==> src/rtl/ppd_pkg.sv <==
package ppd_pkg;

    localparam int BYTE_W = 8;
    localparam int SLOT_W = BYTE_W + 1;
    localparam logic [BYTE_W-1:0] EMPTY_MARK = 8'hF0;

    typedef enum logic [1:0] {
        PH_SEARCH,
        PH_OPEN,
        PH_DATA,
        PH_PARK
    } phase_t;

    typedef struct packed {
        logic              wide;
        logic              second;
        logic [SLOT_W-1:0] slot;
        logic [SLOT_W-1:0] pos;
    } slot_ctx_t;

    function automatic logic odd_par(input logic [BYTE_W-1:0] b);
        return ~^b;
    endfunction

endpackage

==> src/rtl/ppd_sync_front.sv <==
module ppd_sync_front #(
    parameter int LANES    = 4,
    parameter int IDLE_MIN = 8
) (
    input  logic                     clk,
    input  logic                     rst,
    input  logic                     restart,
    input  logic                     in_valid,
    input  logic [LANES-1:0]         in_win,
    input  logic                     searching,
    output logic                     start,
    output logic                     line_bit
);

    localparam int CNT_W  = $clog2(IDLE_MIN + 1);
    localparam int LANE_W = (LANES > 1) ? $clog2(LANES) : 1;

    logic [CNT_W-1:0]  high_cnt;
    logic [LANE_W-1:0] lane_q;
    logic [LANE_W-1:0] lane_pick;
    logic              any_drop;

    assign any_drop = ~&in_win;
    assign start    = searching && in_valid && any_drop
                      && (high_cnt == CNT_W'(IDLE_MIN));
    assign line_bit = in_win[lane_q];

    // highest index wins: later iterations override earlier ones
    always_comb begin
        lane_pick = '0;
        for (int i = 0; i < LANES; i++) begin
            if (!in_win[i]) lane_pick = LANE_W'(i);
        end
    end

    always_ff @(posedge clk) begin
        if (rst || restart) begin
            high_cnt <= '0;
            lane_q   <= '0;
        end else if (!searching) begin
            high_cnt <= '0;
        end else if (in_valid) begin
            if (!any_drop) begin
                if (high_cnt != CNT_W'(IDLE_MIN)) high_cnt <= high_cnt + 1'b1;
            end else begin
                high_cnt <= '0;
            end
            if (start) lane_q <= lane_pick;
        end
    end

endmodule

==> src/rtl/ppd_byte_store.sv <==
module ppd_byte_store
    import ppd_pkg::*;
#(
    parameter int DEPTH = 32
) (
    input  logic                       clk,
    input  logic                       rst,
    input  logic                       clear,
    input  logic                       wr_en,
    input  logic [BYTE_W-1:0]          wr_data,
    input  logic [$clog2(DEPTH)-1:0]   rd_addr,
    output logic [BYTE_W-1:0]          rd_data,
    output logic [$clog2(DEPTH+1)-1:0] count,
    output logic [DEPTH-1:0]           parity,
    output logic                       overflow
);

    localparam int ADDR_W = $clog2(DEPTH);
    localparam int CNT_W  = $clog2(DEPTH + 1);

    logic [BYTE_W-1:0] mem [DEPTH];
    logic              full;

    assign full    = (count == CNT_W'(DEPTH));
    assign rd_data = mem[rd_addr];

    always_ff @(posedge clk) begin
        if (rst || clear) begin
            count    <= '0;
            parity   <= '0;
            overflow <= 1'b0;
        end else if (wr_en) begin
            if (full) begin
                overflow <= 1'b1;
            end else begin
                count  <= count + 1'b1;
                parity <= {parity[DEPTH-2:0], odd_par(wr_data)};
            end
        end
    end

    always_ff @(posedge clk) begin
        if (!rst && !clear && wr_en && !full) mem[count[ADDR_W-1:0]] <= wr_data;
    end

endmodule

==> src/rtl/ppd_cmd_decoder.sv <==
module ppd_cmd_decoder
    import ppd_pkg::*;
#(
    parameter int LANES    = 4,
    parameter int IDLE_MIN = 8,
    parameter int DEPTH    = 32
) (
    input  logic                       clk,
    input  logic                       rst,
    input  logic                       restart,
    input  logic                       in_valid,
    input  logic [LANES-1:0]           in_win,
    input  logic [$clog2(DEPTH)-1:0]   rd_addr,
    output logic [BYTE_W-1:0]          rd_data,
    output logic                       synced,
    output logic                       wide_mode,
    output logic                       frame_done,
    output logic [$clog2(DEPTH+1)-1:0] byte_count,
    output logic [DEPTH-1:0]           parity_bits,
    output logic                       overflow
);

    localparam int NARROW = 4;
    localparam int WIDE   = 1 << BYTE_W;
    localparam int PAIRS  = BYTE_W / 2;
    localparam int PAIR_W = $clog2(PAIRS);

    phase_t            phase, phase_n;
    slot_ctx_t         ctx, ctx_n;
    logic [BYTE_W-1:0] shreg, shreg_n;
    logic [PAIR_W-1:0] pairs, pairs_n;
    logic              done_n;
    logic              start, line_bit, drop;
    logic              wr_en;
    logic [BYTE_W-1:0] wr_data;
    logic [SLOT_W-1:0] slot_next, pos_next, group_len;
    logic              twice;

    ppd_sync_front #(.LANES(LANES), .IDLE_MIN(IDLE_MIN)) u_front (
        .clk       (clk),
        .rst       (rst),
        .restart   (restart),
        .in_valid  (in_valid),
        .in_win    (in_win),
        .searching (phase == PH_SEARCH),
        .start     (start),
        .line_bit  (line_bit)
    );

    ppd_byte_store #(.DEPTH(DEPTH)) u_store (
        .clk      (clk),
        .rst      (rst),
        .clear    (restart || start),
        .wr_en    (wr_en),
        .wr_data  (wr_data),
        .rd_addr  (rd_addr),
        .rd_data  (rd_data),
        .count    (byte_count),
        .parity   (parity_bits),
        .overflow (overflow)
    );

    assign drop      = !line_bit;
    assign slot_next = ctx.slot + 1'b1;
    assign twice     = drop && (ctx.pos != '0);
    assign pos_next  = (drop && ctx.pos == '0) ? slot_next : ctx.pos;
    assign group_len = (phase == PH_DATA && ctx.wide) ? SLOT_W'(WIDE) : SLOT_W'(NARROW);

    always_comb begin
        phase_n = phase;
        ctx_n   = ctx;
        shreg_n = shreg;
        pairs_n = pairs;
        done_n  = 1'b0;
        wr_en   = 1'b0;
        wr_data = '0;
        if (phase == PH_SEARCH) begin
            if (start) begin
                phase_n = PH_OPEN;
                ctx_n   = '{wide: 1'b0, second: 1'b1, slot: '0, pos: '0};
                shreg_n = '0;
                pairs_n = '0;
            end
        end else if (phase != PH_PARK && in_valid) begin
            if (!ctx.second) begin
                ctx_n.second = 1'b1;
                if (drop && phase == PH_DATA) begin
                    if (ctx.slot != '0) begin
                        phase_n = PH_SEARCH;
                    end else if (byte_count != '0) begin
                        phase_n = PH_PARK;
                        done_n  = 1'b1;
                    end else begin
                        wr_en   = 1'b1;
                        wr_data = EMPTY_MARK;
                        phase_n = PH_SEARCH;
                    end
                end
            end else begin
                ctx_n.second = 1'b0;
                if (twice) begin
                    phase_n = PH_SEARCH;
                end else if (slot_next == group_len) begin
                    ctx_n.slot = '0;
                    ctx_n.pos  = '0;
                    if (phase == PH_OPEN) begin
                        if (pos_next == SLOT_W'(4)) begin
                            phase_n    = PH_DATA;
                            ctx_n.wide = 1'b1;
                        end else if (pos_next == SLOT_W'(3)) begin
                            phase_n    = PH_DATA;
                            ctx_n.wide = 1'b0;
                        end else begin
                            phase_n = PH_SEARCH;
                        end
                    end else if (pos_next == '0) begin
                        phase_n = PH_SEARCH;
                    end else if (ctx.wide) begin
                        wr_en   = 1'b1;
                        wr_data = BYTE_W'(pos_next - 1'b1);
                    end else begin
                        shreg_n = {2'(pos_next - 1'b1), shreg[BYTE_W-1:2]};
                        if (pairs == PAIR_W'(PAIRS - 1)) begin
                            wr_en   = 1'b1;
                            wr_data = shreg_n;
                            shreg_n = '0;
                            pairs_n = '0;
                        end else begin
                            pairs_n = pairs + 1'b1;
                        end
                    end
                end else begin
                    ctx_n.slot = slot_next;
                    ctx_n.pos  = pos_next;
                end
            end
        end
    end

    always_ff @(posedge clk) begin
        if (rst || restart) begin
            phase      <= PH_SEARCH;
            ctx        <= '0;
            shreg      <= '0;
            pairs      <= '0;
            frame_done <= 1'b0;
        end else begin
            phase      <= phase_n;
            ctx        <= ctx_n;
            shreg      <= shreg_n;
            pairs      <= pairs_n;
            frame_done <= done_n;
        end
    end

    assign synced    = (phase == PH_OPEN) || (phase == PH_DATA);
    assign wide_mode = ctx.wide;

endmodule

==> config.mk <==
export PLATFORM = sky130hd
export DESIGN_NAME = ppd_cmd_decoder
export DESIGN_NICKNAME = d
export VERILOG_FILES = /design/src/rtl/ppd_pkg.sv /design/src/rtl/ppd_sync_front.sv /design/src/rtl/ppd_byte_store.sv /design/src/rtl/ppd_cmd_decoder.sv
export SDC_FILE = /design/constraint.sdc
export NUM_CORES = 1
export LEC_CHECK = 0
export BUFFER_PORTS_ARGS = -buffer_cell sky130_fd_sc_hd__buf_2
export CAP_MARGIN = 20
export CORE_MARGIN = 1
export CORE_UTILIZATION = 47
export CTS_BUF_LIST = sky130_fd_sc_hd__clkbuf_8
export DETAILED_ROUTE_END_ITERATION = 7
export GPL_ROUTABILITY_DRIVEN = 0
export GPL_TIMING_DRIVEN = 0
export PLACE_DENSITY = 0.73
export SLEW_MARGIN = 20
export SYNTH_ARGS = -nofsm -noshare
export SYNTH_HDL_FRONTEND = slang
export SYNTH_SLANG_ARGS = --single-unit
==> constraint.sdc <==
create_clock -name clk -period 5.75 [get_ports clk]
set_input_delay 0.575 -clock clk [delete_from_list [all_inputs] [get_ports clk]]
set_output_delay 0.575 -clock clk [all_outputs]
set_load 0.01 [all_outputs]
==> results.cfg <==
[yosys]
synth_cells = 984
syn_area_sq_um = 14200
ys_ff_latch = 332
ys_types = 64
syn_avg_cell_area_sq_um = 14.4
synth-edff-count = 256
synth_warnings = 0
async_reset_ff_share_pct = 0
synthesis.nets = 1013
synth-main-ff-cell = edfxtp_1
yosysSeqAreaShare_pct = 64.9

[routing]
routed_wl_mm = 31.3
vias = 8869
drt-vias-per-instance = 5.79
postRouteAntennaNets = 0
drc = 0
wl_per_cell_um = 20.4
detail_route.iter0.violations = 903
dr.pass1.iters = 5

[finish]
multiInputGateArea_sq_um = 4730
fillerInstances = 2419
nets = 1130
antenna_cells = 0
final_core_util_pct = 54.2
seq_area_sq_um = 9210
syn_to_final_growth_pct = 13.4
final_layout_size_suffix_gt1_share_pct = 22.1
fin_area_sq_um = 16100

[power]
p_switching_mw = 0.990
power.density_nw_per_um2 = 282
leakagePower_nw = 5.32
share_seq_of_total_power_pct = 56.2
p_sw_share_pct = 21.8
power_frac_clock_pct = 41.5
p_int_mw = 3.55
p_comb_share_pct = 2.4
p_total_mw = 4.54
irDropWorstVdd_v = 0.000166

[timing]
setup_viol = 0
fmax_ghz = 0.188
max-slew-margin-rel_pct = 33.5
period_minus_slack_ns = 5.32
min_period_over_period_pct = 92.5
finalClockSkew_ns = 0.0417
maxSlewViolCount = 0
setup-tns-final_ns = 0
rsz0062_at_grt = yes
worst_pin_slew_ns = 0.997
hold_viol_final = 0
setup_slack_ns = 0.430

[floorplanning]
io_pins = 63
die_w_um = 176
core_area_sq_um = 29600
num_rows = 63
start_util_pct = 47.9
die-area_sq_um = 30900
die_h_um = 176

[critical_path]
path_cells = ha_1 > clkbuf_1 > nand3_1 > nor3_1 > mux2i_1 > o2111a_1 > o2111ai_1 > a211oi_1 > clkbuf_1 > nand3_1 > nor2_1
cpMaxStageDelayCell = nor2_1
path_buf_inv = 2
cp-start-kind = register
criticalPathCategory = reg -> reg
crit_path_max_incr_delay_ns = 0.81
critical_path_arrival_ns = 5.53
crit_family = simple AND/OR/NAND/NOR gates
r2r_slack_ns = 0.43
required_ns = 5.96
path_max_fanout = 10
crit_path_end_kind = register

[place]
placed_cell_area_sq_um = 15100
dp_hpwl_mm = 21.5
port_buffers = 57
dp_slack_ns = 0.372

[clocking]
cts-buffers-inserted = 52
cts_max_path_buffers = 3
clockRootBuffer = clkbuf_8
cts_tree = built
clk_pin_slew_ns = 0.06
cts.sinks = 332
htree_levels = 2
clk-insertion-delay-late_ns = 0.61

[global_route]
grt_pass1_vias = 8625
grt_overflow = 0
grt_pass1_wl_mm = 48.8
track_usage_pct = 20.7
grt_max_degree = 33
grt_antenna_before_repair = 0

[min_path]
hp-class = in -> reg

[outcome]
status = complete, no violations

[flow_run]
maxCapViolations = 0
-- cell usage after synthesis, types with 3 or more instances --
cell	instances	area (sq um)
a211o_1	3	26.3
a21oi_1	68	340
a22oi_1	7	52.6
a311oi_1	3	26.3
a31oi_1	6	37.5
a32oi_1	4	35.0
and3_1	6	37.5
buf_1	10	37.5
clkbuf_1	50	188
dfxtp_1	76	1520
edfxtp_1	256	7690
ha_1	16	200
inv_1	16	60.1
mux2_2	8	90.1
mux2i_1	4	40.0
mux4_2	81	1820
nand2_1	90	338
nand2b_1	10	62.6
nand3_1	24	120
nand3b_1	9	67.6
nand4_1	10	62.6
nor2_1	93	349
nor2b_1	3	18.8
nor3_1	13	65.1
nor4_1	6	37.5
o211a_1	3	30.0
o211ai_1	3	22.5
o21ai_0	18	90.1
o31ai_1	5	37.5
or2_2	6	37.5
or3_1	9	56.3
or4_1	3	22.5
xnor2_1	11	96.3
xor2_1	8	70.1
-- metrics by stage --
stage          std cells  hold WS [ns]
6_report            1533         0.219
5_1_grt             1533         0.212
4_1_cts             1533         0.187
3_5_place_dp        1437         0.446
3_3_place_gp        1431         0.437
2_1_floorplan        984         0.447
-- worst register-to-register path: stages (launching register included) --
cell and delay (ns):
dfxtp_1 0.42, ha_1 0.18, clkbuf_1 0.35, nand3_1 0.26, nor3_1 0.48, mux2i_1 0.26, o2111a_1 0.38, o2111ai_1 0.34
a211oi_1 0.58, clkbuf_1 0.42, nand3_1 0.48, nor2_1 0.81
-- logic make-up (layout without fill, tap and decap cells) --
family / after synthesis / in the layout / synth area share [%]
adders and majority gates: 16 / 16 / 1.41
AOI/OAI and AO/OA: 144 / 144 / 6.43
and+or+nand+nor: 301 / 301 / 10.2
muxes: 93 / 93 / 13.8
buffers and inverters: 79 / 238 / 2.11
DFF: 332 / 332 / 64.9
xor gates and xnor gates: 19 / 19 / 1.17
-- layout by cell type, fill, tap and decap left out, types with 4 or more instances in the layout --
master      n
o31ai_1     5
mux2_2      8
or3_1       9
buf_2      59
buf_8       4
clkbuf_8   56
nand3b_1    9
xor2_1      8
a21oi_1    67
clkbuf_1   50
mux2i_1     4
mux4_2     81
buf_1      10
o21ai_0    18
nand4_1    10
dfxtp_1    76
nor2_2      5
a22oi_1     7
nand2b_1   10
nand3_1    24
ha_1       16
a32oi_1     4
nor2_1     85
xnor2_1    11
or2_2       6
clkinv_1   11
nand2_1    90
inv_1      29
nor3_1     13
a31oi_1     6
clkinv_2   13
nor4_1      5
edfxtp_1  256
and3_1      6
-- path summary, 6_finish.rpt --
kind	startpoint	endpoint	cells after the start
worst max register to register	ctx[9]	u_store.mem[25][2]	11
worst max-delay path	ctx[9]	u_store.mem[25][2]	11
worst min register to register	u_store.parity[31]	u_store.parity[31]	2
worst min-delay path	in_win[3]	u_front.lane_q[0]	2
-- flip-flops by register name, summed over array words and instances (netlist names) --
name              flops
u_store.mem         256
u_store.parity       32
ctx                  19
shreg                 6
u_store.count         6
u_front.high_cnt      4
pairs                 2
phase                 2
u_front.lane_q        2
frame_done            1
u_store.overflow      1
wide_mode             1
-- layer usage --
| metal | vias to the layer above | GRT usage [%] | wire length [um] |
|---|---|---|---|
| met2 | 390 | 31.9 | 14400 |
| met4 | 0 | 6.23 | 645 |
| met5 | - | 0 | 0 |
| met1 | 4389 | 29.4 | 13400 |
| met3 | 55 | 4.70 | 2860 |
| li1 | 4035 | - | - |
-- power by group through the flow --
stage / sequential [mW] / clock [mW] / combinational (mW)
final: 2.55 / 1.88 / 0.107
after CTS: 2.55 / 1.91 / 0.108
after global placement: 2.60 / 0 / 0.107
after floorplan: 2.60 / 0 / 0.0779
after detailed placement: 2.60 / 0 / 0.108
after global routing: 2.55 / 2.01 / 0.116
-- repair_timing --
item | CTS | global route
hold buffers | 0 | 0
gates resized for setup | 0 | 1
endpoints found under the hold margin | 0 | 0
endpoints found under the setup margin | 0 | 16
setup buffers | 0 | 0
-- final cells by class --
class	instances	share of cell area, %
Inverter	17	0.397
Timing Repair Buffer	63	2.24
Buffer	62	1.46
Clock inverter	40	1.38
Sequential cell	332	57.3
Clock buffer	56	4.79
Multi-Input combinational cell	573	29.4
Tap cell	390	3.04
Note: power is estimated with default switching activity, not from simulation.
